===== config.mk =====
export PLATFORM = sky130hd
export DESIGN_NAME = uart_baud_gen
export DESIGN_NICKNAME = d
export VERILOG_FILES = /design/src/rtl/uart_baud_pkg.sv /design/src/rtl/baud_div_regs.sv /design/src/rtl/baud_tick_gen.sv /design/src/rtl/frame_fmt_dec.sv /design/src/rtl/rx_timeout.sv /design/src/rtl/uart_baud_gen.sv
export SDC_FILE = /design/constraint.sdc
export NUM_CORES = 1
export LEC_CHECK = 0
export ABC_AREA = 1
export BUFFER_PORTS_ARGS = -buffer_cell sky130_fd_sc_hd__buf_2
export CAP_MARGIN = 15
export CORE_MARGIN = 2
export CORE_UTILIZATION = 50
export DETAILED_ROUTE_END_ITERATION = 10
export PLACE_DENSITY_LB_ADDON = 0.3
export SLEW_MARGIN = 10
export SYNTH_ARGS = -nofsm -noshare
export SYNTH_HDL_FRONTEND = slang
export SYNTH_SLANG_ARGS = --single-unit

===== constraint.sdc =====
create_clock -name clk -period 2.1 [get_ports clk]
set_input_delay 0.315 -clock clk [delete_from_list [all_inputs] [get_ports clk]]
set_output_delay 0.315 -clock clk [all_outputs]
set_load 0.05 [all_outputs]

===== src/rtl/uart_baud_pkg.sv =====
package uart_baud_pkg;

  localparam int CD_W     = 16;
  localparam int BDIV_W   = 8;
  localparam int FRAME_W  = 4;
  localparam int MAX_FRAME = 12;

  typedef struct packed {
    logic [1:0] stop_sel;
    logic [2:0] par_sel;
    logic [1:0] len_sel;
    logic       pre_en;
  } mode_t;

  function automatic logic [FRAME_W-1:0] data_bits(input logic [1:0] sel);
    case (sel)
      2'd3:    data_bits = FRAME_W'(6);
      2'd2:    data_bits = FRAME_W'(7);
      default: data_bits = FRAME_W'(8);
    endcase
  endfunction

  function automatic logic [FRAME_W-1:0] parity_bits(input logic [2:0] sel);
    case (sel)
      3'd0, 3'd1, 3'd2, 3'd3: parity_bits = FRAME_W'(1);
      default:                parity_bits = FRAME_W'(0);
    endcase
  endfunction

  function automatic logic [FRAME_W-1:0] stop_bits(input logic [1:0] sel);
    stop_bits = (sel == 2'd2) ? FRAME_W'(2) : FRAME_W'(1);
  endfunction

endpackage


===== src/rtl/baud_div_regs.sv =====
module baud_div_regs #(
  parameter int                WR_W     = 32,
  parameter int                CD_W     = 16,
  parameter int                BDIV_W   = 8,
  parameter logic [CD_W-1:0]   CD_RST   = 16'h028B,
  parameter logic [BDIV_W-1:0] BDIV_RST = 8'h0F,
  parameter int                BDIV_MIN = 4
) (
  input  logic              clk,
  input  logic              rst_n,
  input  logic              cd_wr,
  input  logic              bdiv_wr,
  input  logic [WR_W-1:0]   wdata,
  output logic [CD_W-1:0]   cd_q,
  output logic [BDIV_W-1:0] bdiv_q,
  output logic              restart
);

  logic [CD_W-1:0]   cd_new;
  logic [BDIV_W-1:0] bdiv_new;
  logic              cd_ok;
  logic              bdiv_ok;
  logic              unused_hi;

  assign cd_new    = wdata[CD_W-1:0];
  assign bdiv_new  = wdata[BDIV_W-1:0];
  assign unused_hi = ^wdata[WR_W-1:CD_W];

  assign cd_ok   = cd_wr && (cd_new != '0);
  assign bdiv_ok = bdiv_wr && (bdiv_new >= BDIV_W'(BDIV_MIN));
  assign restart = cd_ok || bdiv_ok;

  always_ff @(posedge clk) begin
    if (!rst_n) begin
      cd_q   <= CD_RST;
      bdiv_q <= BDIV_RST;
    end else begin
      if (cd_ok)   cd_q   <= cd_new;
      if (bdiv_ok) bdiv_q <= bdiv_new;
    end
  end

endmodule


===== src/rtl/baud_tick_gen.sv =====
module baud_tick_gen #(
  parameter int CD_W    = 16,
  parameter int BDIV_W  = 8,
  parameter int PRE_DIV = 8
) (
  input  logic              clk,
  input  logic              rst_n,
  input  logic              pre_en,
  input  logic              restart,
  input  logic [CD_W-1:0]   cd,
  input  logic [BDIV_W-1:0] bdiv,
  output logic              sample_tick,
  output logic              bit_tick
);

  logic              clk_en;
  logic [CD_W-1:0]   cd_cnt;
  logic [BDIV_W-1:0] smp_cnt;
  logic              cd_last;
  logic              smp_last;

  generate
    if (PRE_DIV > 1) begin : g_pre
      localparam int PW = $clog2(PRE_DIV);
      logic [PW-1:0] pre_cnt;
      always_ff @(posedge clk) begin
        if (!rst_n || restart)
          pre_cnt <= '0;
        else if (pre_cnt == PW'(PRE_DIV - 1))
          pre_cnt <= '0;
        else
          pre_cnt <= pre_cnt + 1'b1;
      end
      assign clk_en = !pre_en || (pre_cnt == PW'(PRE_DIV - 1));
    end else begin : g_nopre
      logic unused_pre;
      assign unused_pre = pre_en;
      assign clk_en     = 1'b1;
    end
  endgenerate

  assign cd_last     = (cd_cnt == cd - 1'b1);
  assign sample_tick = clk_en && cd_last;
  assign smp_last    = (smp_cnt == bdiv);
  assign bit_tick    = sample_tick && smp_last;

  always_ff @(posedge clk) begin
    if (!rst_n || restart)
      cd_cnt <= '0;
    else if (clk_en)
      cd_cnt <= cd_last ? '0 : cd_cnt + 1'b1;
  end

  always_ff @(posedge clk) begin
    if (!rst_n || restart)
      smp_cnt <= '0;
    else if (sample_tick)
      smp_cnt <= smp_last ? '0 : smp_cnt + 1'b1;
  end

endmodule


===== src/rtl/frame_fmt_dec.sv =====
module frame_fmt_dec
  import uart_baud_pkg::*;
(
  input  mode_t              mode,
  output logic [FRAME_W-1:0] frame_bits
);

  assign frame_bits = FRAME_W'(1)
                    + data_bits(mode.len_sel)
                    + parity_bits(mode.par_sel)
                    + stop_bits(mode.stop_sel);

endmodule


===== src/rtl/rx_timeout.sv =====
module rx_timeout #(
  parameter int CHAR_TIMES = 4,
  parameter int FRAME_W    = 4,
  parameter int MAX_FRAME  = 12
) (
  input  logic               clk,
  input  logic               rst_n,
  input  logic               rx_byte,
  input  logic               bit_tick,
  input  logic [FRAME_W-1:0] frame_bits,
  output logic               expire
);

  localparam int CNT_W = $clog2(CHAR_TIMES * MAX_FRAME + 1);

  logic [CNT_W-1:0] remain;
  logic [CNT_W-1:0] load_val;
  logic             armed;

  assign load_val = CNT_W'(CHAR_TIMES) * CNT_W'(frame_bits);

  always_ff @(posedge clk) begin
    if (!rst_n) begin
      remain <= '0;
      armed  <= 1'b0;
      expire <= 1'b0;
    end else begin
      expire <= 1'b0;
      if (rx_byte) begin
        remain <= load_val;
        armed  <= 1'b1;
      end else if (armed && bit_tick) begin
        if (remain == CNT_W'(1)) begin
          remain <= '0;
          armed  <= 1'b0;
          expire <= 1'b1;
        end else begin
          remain <= remain - 1'b1;
        end
      end
    end
  end

endmodule


===== src/rtl/uart_baud_gen.sv =====
module uart_baud_gen
  import uart_baud_pkg::*;
#(
  parameter int WR_W       = 32,
  parameter int PRE_DIV    = 8,
  parameter int CHAR_TIMES = 4
) (
  input  logic              clk,
  input  logic              rst_n,
  input  logic [7:0]        mode_i,
  input  logic              cd_wr_i,
  input  logic              bdiv_wr_i,
  input  logic [WR_W-1:0]   wdata_i,
  input  logic              rx_byte_i,
  output logic              sample_tick_o,
  output logic              bit_tick_o,
  output logic [3:0]        frame_bits_o,
  output logic              timeout_o,
  output logic [15:0]       cd_o,
  output logic [7:0]        bdiv_o
);

  mode_t             mode;
  logic              restart;
  logic [CD_W-1:0]   cd_q;
  logic [BDIV_W-1:0] bdiv_q;
  logic [FRAME_W-1:0] frame_bits;

  assign mode = mode_t'(mode_i);

  baud_div_regs #(
    .WR_W   (WR_W),
    .CD_W   (CD_W),
    .BDIV_W (BDIV_W)
  ) u_regs (
    .clk     (clk),
    .rst_n   (rst_n),
    .cd_wr   (cd_wr_i),
    .bdiv_wr (bdiv_wr_i),
    .wdata   (wdata_i),
    .cd_q    (cd_q),
    .bdiv_q  (bdiv_q),
    .restart (restart)
  );

  baud_tick_gen #(
    .CD_W    (CD_W),
    .BDIV_W  (BDIV_W),
    .PRE_DIV (PRE_DIV)
  ) u_ticks (
    .clk         (clk),
    .rst_n       (rst_n),
    .pre_en      (mode.pre_en),
    .restart     (restart),
    .cd          (cd_q),
    .bdiv        (bdiv_q),
    .sample_tick (sample_tick_o),
    .bit_tick    (bit_tick_o)
  );

  frame_fmt_dec u_fmt (
    .mode       (mode),
    .frame_bits (frame_bits)
  );

  rx_timeout #(
    .CHAR_TIMES (CHAR_TIMES),
    .FRAME_W    (FRAME_W),
    .MAX_FRAME  (MAX_FRAME)
  ) u_tmo (
    .clk        (clk),
    .rst_n      (rst_n),
    .rx_byte    (rx_byte_i),
    .bit_tick   (bit_tick_o),
    .frame_bits (frame_bits),
    .expire     (timeout_o)
  );

  assign frame_bits_o = frame_bits;
  assign cd_o         = cd_q;
  assign bdiv_o       = bdiv_q;

endmodule


# After elaboration in Yosys (flattened, before gate mapping)
# Index checks and enable logic that the tools add are counted.
dict set report totals {
  reg_bits 59
  inputBits 45
}
dict set report classes {
  addsub 8
  magnitude_cmp 1
  eq_ne 10
  n_mux 12
  bitwise 2
  reduce_logical 19
}
# cell count
set op_table {}
lappend op_table {{$mux W6} 3}
lappend op_table {{$add A16 B1 Y16 const B} 1}
lappend op_table {{$eq A16 B16 Y1} 1}
lappend op_table {{$mux W16} 1}
lappend op_table {{$reduce_bool A16 Y1} 1}
lappend op_table {{$sub A16 B1 Y16 const B} 1}
lappend op_table {{$add A8 B1 Y8 const B} 1}
lappend op_table {{$eq A8 B8 Y1} 1}
lappend op_table {{$ge A8 B3 Y1 const B} 1}
lappend op_table {{$mux W8} 1}
lappend op_table {{$pmux W4 S2} 1}
lappend op_table {{$eq A2 B2 Y1 const B} 3}
lappend op_table {{$eq A3 B2 Y1 const B} 2}
lappend op_table {{$eq A6 B1 Y1 const B} 1}
lappend op_table {{$sub A6 B1 Y6 const B} 1}
lappend op_table {{$logic_and A1 B1 Y1} 5}
lappend op_table {{$mux W1} 5}
lappend op_table {{$add A1 B4 Y4 const A} 1}
lappend op_table {{$add A4 B1 Y4} 1}
lappend op_table {{$add A4 B4 Y4} 1}
lappend op_table {{$reduce_bool A2 Y1} 2}
lappend op_table {{$reduce_or A2 Y1} 2}
lappend op_table {{$reduce_or A4 Y1} 1}
lappend op_table {{$add A3 B1 Y3 const B} 1}
lappend op_table {{9 further kinds} 13}

# Depth between registers and ports, before layout
dict set report depth {
  ltp_word 7
  depth_mapped 17
  ltp_nobuf 17
}

# Cells and area by module
# A second synthesis with hierarchy kept.
dict set report hier_totals {
  hier_cells 593
  hier_area_um2 3931.3
}
# mod n_inst cells_per_inst area_per_inst_um2
set by_module_without_submodules {}
lappend by_module_without_submodules {baud_tick_gen 1 351 2243.4}
lappend by_module_without_submodules {baud_div_regs 1 146 1054.8}
lappend by_module_without_submodules {rx_timeout 1 70 481.7}
lappend by_module_without_submodules {frame_fmt_dec 1 26 151.4}

# Least setup slack after synthesis
# No wires, ideal clock.
dict set report synth_path {
  kind {flip-flop to flip-flop}
  from {register u_regs.cd_q[0]}
  to {register u_tmo.armed}
  setup_ps 121
  arrival_time_ps 2861
  t_required_ps 1979
  path_slack_ps -881
  path_stages_with_launch 16
  path_buffers 0
  synth_period_minus_slack_ps 2981
  path_cell_list {dfxtp_1 -> inv_2 -> ha_1 -> inv_1 -> nand2_1 -> nand2_1 -> xor2_1 -> nand3b_1 -> nor2_1 -> nand3_2 -> nor2_2 -> nand2_2 -> nor2_1 -> nand2_1 -> nand2_1 -> a21oi_1}
}
dict set report synth_via {
  elab_chain_len 7
}
# item line
set synth_rtl {}
lappend synth_rtl {{from (decl)} baud_div_regs.sv:14} ;# output logic [CD_W-1:0] cd_q,
lappend synth_rtl {{from (signal assigned)} baud_div_regs.sv:38} ;# if (cd_ok) cd_q <= cd_new;
lappend synth_rtl {{$sub A16 B1 Y16} baud_tick_gen.sv:42} ;# assign cd_last = (cd_cnt == cd - 1'b1);
lappend synth_rtl {{$eq A16 B16 Y1} baud_tick_gen.sv:42}
lappend synth_rtl {{$logic_and A1 B1 Y1} baud_tick_gen.sv:43} ;# assign sample_tick = clk_en && cd_last;
lappend synth_rtl {{$logic_and A1 B1 Y1} baud_tick_gen.sv:45} ;# assign bit_tick = sample_tick && smp_last;
lappend synth_rtl {{net bit_tick_o} uart_baud_gen.sv:16} ;# output logic bit_tick_o,
lappend synth_rtl {{$logic_and A1 B1 Y1} rx_timeout.sv:32} ;# end else if (armed && bit_tick) begin
lappend synth_rtl {{$reduce_bool A2 Y1 (no line)} -}
lappend synth_rtl {{$reduce_and A2 Y1 (no line)} -}
lappend synth_rtl {{to (signal assigned)} rx_timeout.sv:25} ;# armed <= 1'b0;
lappend synth_rtl {{to (signal assigned)} rx_timeout.sv:31} ;# armed <= 1'b1;
lappend synth_rtl {{to (signal assigned)} rx_timeout.sv:35} ;# armed <= 1'b0;
lappend synth_rtl {{to (decl)} rx_timeout.sv:18} ;# logic armed;
# The timed path passes the listed nets, and every way through them passes these cells.
# A chain may end at the register's enable or synchronous reset.

# Worst setup path in the final report
dict set report layout_path {
  from {register u_regs.cd_q[1]}
  to {output port sample_tick_o}
}
dict set report layout_via {
  elab_chain_len 3
}
# item line
set layout_rtl {}
lappend layout_rtl {{$sub A16 B1 Y16} baud_tick_gen.sv:42}
lappend layout_rtl {{$eq A16 B16 Y1} baud_tick_gen.sv:42}
lappend layout_rtl {{$logic_and A1 B1 Y1} baud_tick_gen.sv:43}
lappend layout_rtl {{to (decl)} uart_baud_gen.sv:15} ;# output logic sample_tick_o,
# No other way between the ends.

==> out/results.ini <==
[run_status]
status = complete, but fails checks
failed_checks = setup timing

[setup_path]
startpoint_type = flip-flop
cpPeakStageDelay_ns = 0.36
critPathSlowestCell = dfxtp_4
crit_start = u_regs.cd_q[1]$_SDFFE_PN1P_
criticalPathCategory = flip-flop to output pin
crit_arrival_ns = 2.17
critPathMaxFanout = 4
crit_end = sample_tick_o
crit_path_end_kind = output pin
worstPathBufferInverterCount = 3
rrSetupSlack_ns = -0.30
reg2reg_depth = 19
cpLargestDelayFamily = simple AND/OR/NAND/NOR gates
cp_cell_sequence = inv_4 > ha_4 > nand2_4 > nor2_4 > nand2_2 > nand3_2 > nand2_2 > nor2_4 > nand3_4 > buf_6 > nor3_4 > buf_6
rr_startpoint = u_regs.cd_q[1]$_SDFFE_PN1P_
required_ns = 1.78
timing.rr.end = u_tmo.remain[5]$_SDFFE_PN0P_
crit_cells = 12

[synth]
synth_edf_count = 0
yosysTopAreaCellShare_pct = 30.60
netlist_instances = 560
yosysTopAreaCell = dfxtp_1
synth_cell_type_count = 40
ys_ff_latch = 59
ys.flop_type = dfxtp_1
syn_nets = 618
synthTopCellsByCount = nand2_1 (126), inv_1 (73), nor2_1 (68)
synth-async-reset-ratio_pct = 0
seq_area_frac_synth_pct = 30.60
netlist_area_mm2 = 0.003860
synth_area_leaders = dfxtp_1 (31%), nand2_1 (12%), inv_1 (7.1%), nor2_1 (6.6%), nand3_1 (4.4%)
yosysWarnings = 0
yosys.cell_count.top_type = nand2_1
postSynthAreaPerCell_um2 = 6.893

[global_routing]
antenna_found_initial = 0
grt_max_degree = 28
grt_pass1_vias = 3907
gr-total-overflow = 0
grt_usage_pct = 25.72
grt_pass1_wl_um = 17370

[floorplanning]
core_area_mm2 = 0.007607
placementRows = 32
die_x_um = 91.86
start_util_pct = 50.74
die_h_um = 91.86
dieArea_mm2 = 0.008438
io_pins = 76

[cells_and_area]
layout.nets = 749
fill_cells = 586
diodes = 0
fin_util_pct = 72.58
final_layout_size_suffix_gt1_share_pct = 42.82
syn2layout_area_growth_pct = 43.05

[placed_design]
io_buffers = 57
dp_slack_ns = -0.1219
gp_congestion = 0.8815
dp_hpwl_um = 7907

[sta]
period_minus_slack_ns = 2.480
holdWs_ns = 0.1941
fmax_mhz = 403.2
tightest_slew_ns = 0.5040
setup_ws_ns = -0.3801
post-route-period-util_pct = 118.1
skew_ns = 0.01224
relSlewSlack_pct = 66.36
rsz0062_at_grt = true
hold_violations = 0
finalSetupViolCount = 20
finalMaxSlewViolations = 0
fin_setup_tns_ns = -3.750

[route]
routed_wl_um = 11650
vias_per_cell = 5.243
via_count = 4184
dr.pass1.iters = 5
drt_iter0_markers = 140
wl_per_cell_um = 14.60
drtAntennaViolNets = 0
drc = 0

[pwr]
vdd.ir_drop.worst_mv = 0.3718
power_density_mw_per_mm2 = 549.9
cellLeakagePower_uw = 0.002646

[cts]
clk_latency_ns = 0.36
cts.sinks = 59
cts.path.max_buffers = 2
clock-root-buffer = clkbuf_8
htreeDepth = 3
numCtsBuffers = 9
path_clk_slew_ns = 0.07
cts_tree = yes

[job]
cap_violations = 0

[worst_hold_path]
hold_class = input port to flip-flop

state kept, by name, summed over array words and instances, names as in the netlist:
signal	count
u_regs.bdiv_q	8
u_regs.cd_q	16
u_ticks.g_pre.pre_cnt	3
u_tmo.remain	6
u_ticks.smp_cnt	8
u_ticks.cd_cnt	16
u_tmo.expire	1
u_tmo.armed	1
power by group:
part | internal, µW | switching (µW)
Sequential | 1170 | 63.1
Clock | 554 | 524
Combinational | 273 | 458
placed cells by master (no fill, tap or decap), types with 14 or more instances in the layout:
cell / synthesis / routed
dfxtp_1: 59 / 35
nor2_2: 9 / 16
nand2_2: 8 / 17
o21ai_0: 25 / 19
nand3_1: 34 / 17
nor2_4: 4 / 14
inv_1: 73 / 68
buf_4: 0 / 63
a21oi_1: 24 / 17
nor2_1: 68 / 51
dfxtp_2: 0 / 21
nand2_1: 126 / 114
buf_2: 1 / 53
nand3_2: 8 / 22
through the flow:
stage	power [µW]	cell area, µm²	instances
6_report	3036	5522	798
3_5_place_dp	1885	4690	759
5_1_grt	3162	5522	798
4_1_cts	2989	5139	791
2_1_floorplan	1676	3951	560
3_3_place_gp	1869	4690	759
per-layer routing:
layer,up-vias,routed length (µm),track usage (%)
met5,-,0,0
li1,2062,-,-
met4,0,172,9.204
met2,122,6290,47.55
met1,1983,4661,29.27
met3,17,525,4.930
cell families after synthesis:
family / Yosys count / synth area share [%]
flops: 59 / 30.60
buf+inv: 94 / 9.983
xor+xnor: 28 / 6.353
fa+ha+maj: 13 / 4.214
compound gates: 61 / 8.590
simple gates: 305 / 40.26
worst min-delay path by stage:
stage / from / end / slack [ns] / cells after the start
floorplan: rx_byte_i / u_tmo.expire$_SDFF_PP0_ / 0.39 / 1
global route: rx_byte_i / u_tmo.expire$_SDFF_PP0_ / 0.21 / 2
global placement: u_ticks.g_pre.pre_cnt[0]$_SDFF_PP0_ / u_ticks.g_pre.pre_cnt[0]$_SDFF_PP0_ / 0.41 / 1
finish: wdata_i[9] / u_regs.cd_q[9]$_SDFFE_PN1P_ / 0.19 / 3
CTS: rx_byte_i / u_tmo.expire$_SDFF_PP0_ / 0.19 / 2
detailed placement: u_ticks.g_pre.pre_cnt[0]$_SDFF_PP0_ / u_ticks.g_pre.pre_cnt[0]$_SDFF_PP0_ / 0.42 / 1
final cells by class:
type / count / area, µm² / share of cell area [%]
multi-input cells: 408 / 2711 / 49.10
flip-flops and latches: 59 / 1219 / 22.07
repair buffers: 131 / 937.1 / 16.97
inverters: 82 / 327.8 / 5.937
well taps: 102 / 127.6 / 2.311
clock buffers: 9 / 123.9 / 2.243
clock inverters: 7 / 75.07 / 1.360
worst reg2reg max path, delay by kind of cell (launching register included):
family	cells	cell delay [ns]
fa+ha+maj	1	0.17
buf+inv	6	0.46
flops	1	0.36
simple gates	12	1.29
repair_timing:
item | in CTS | in global routing
hold buffers | 0 | 0
resized for setup | 36 | 78
setup buffers | 17 | 11
hold endpoints to repair | 0 | 0
pin swaps | 19 | 44
gates cloned | 0 | 1
setup endpoints to repair | 26 | 33
Note: power is estimated with default switching activity, not from simulation.
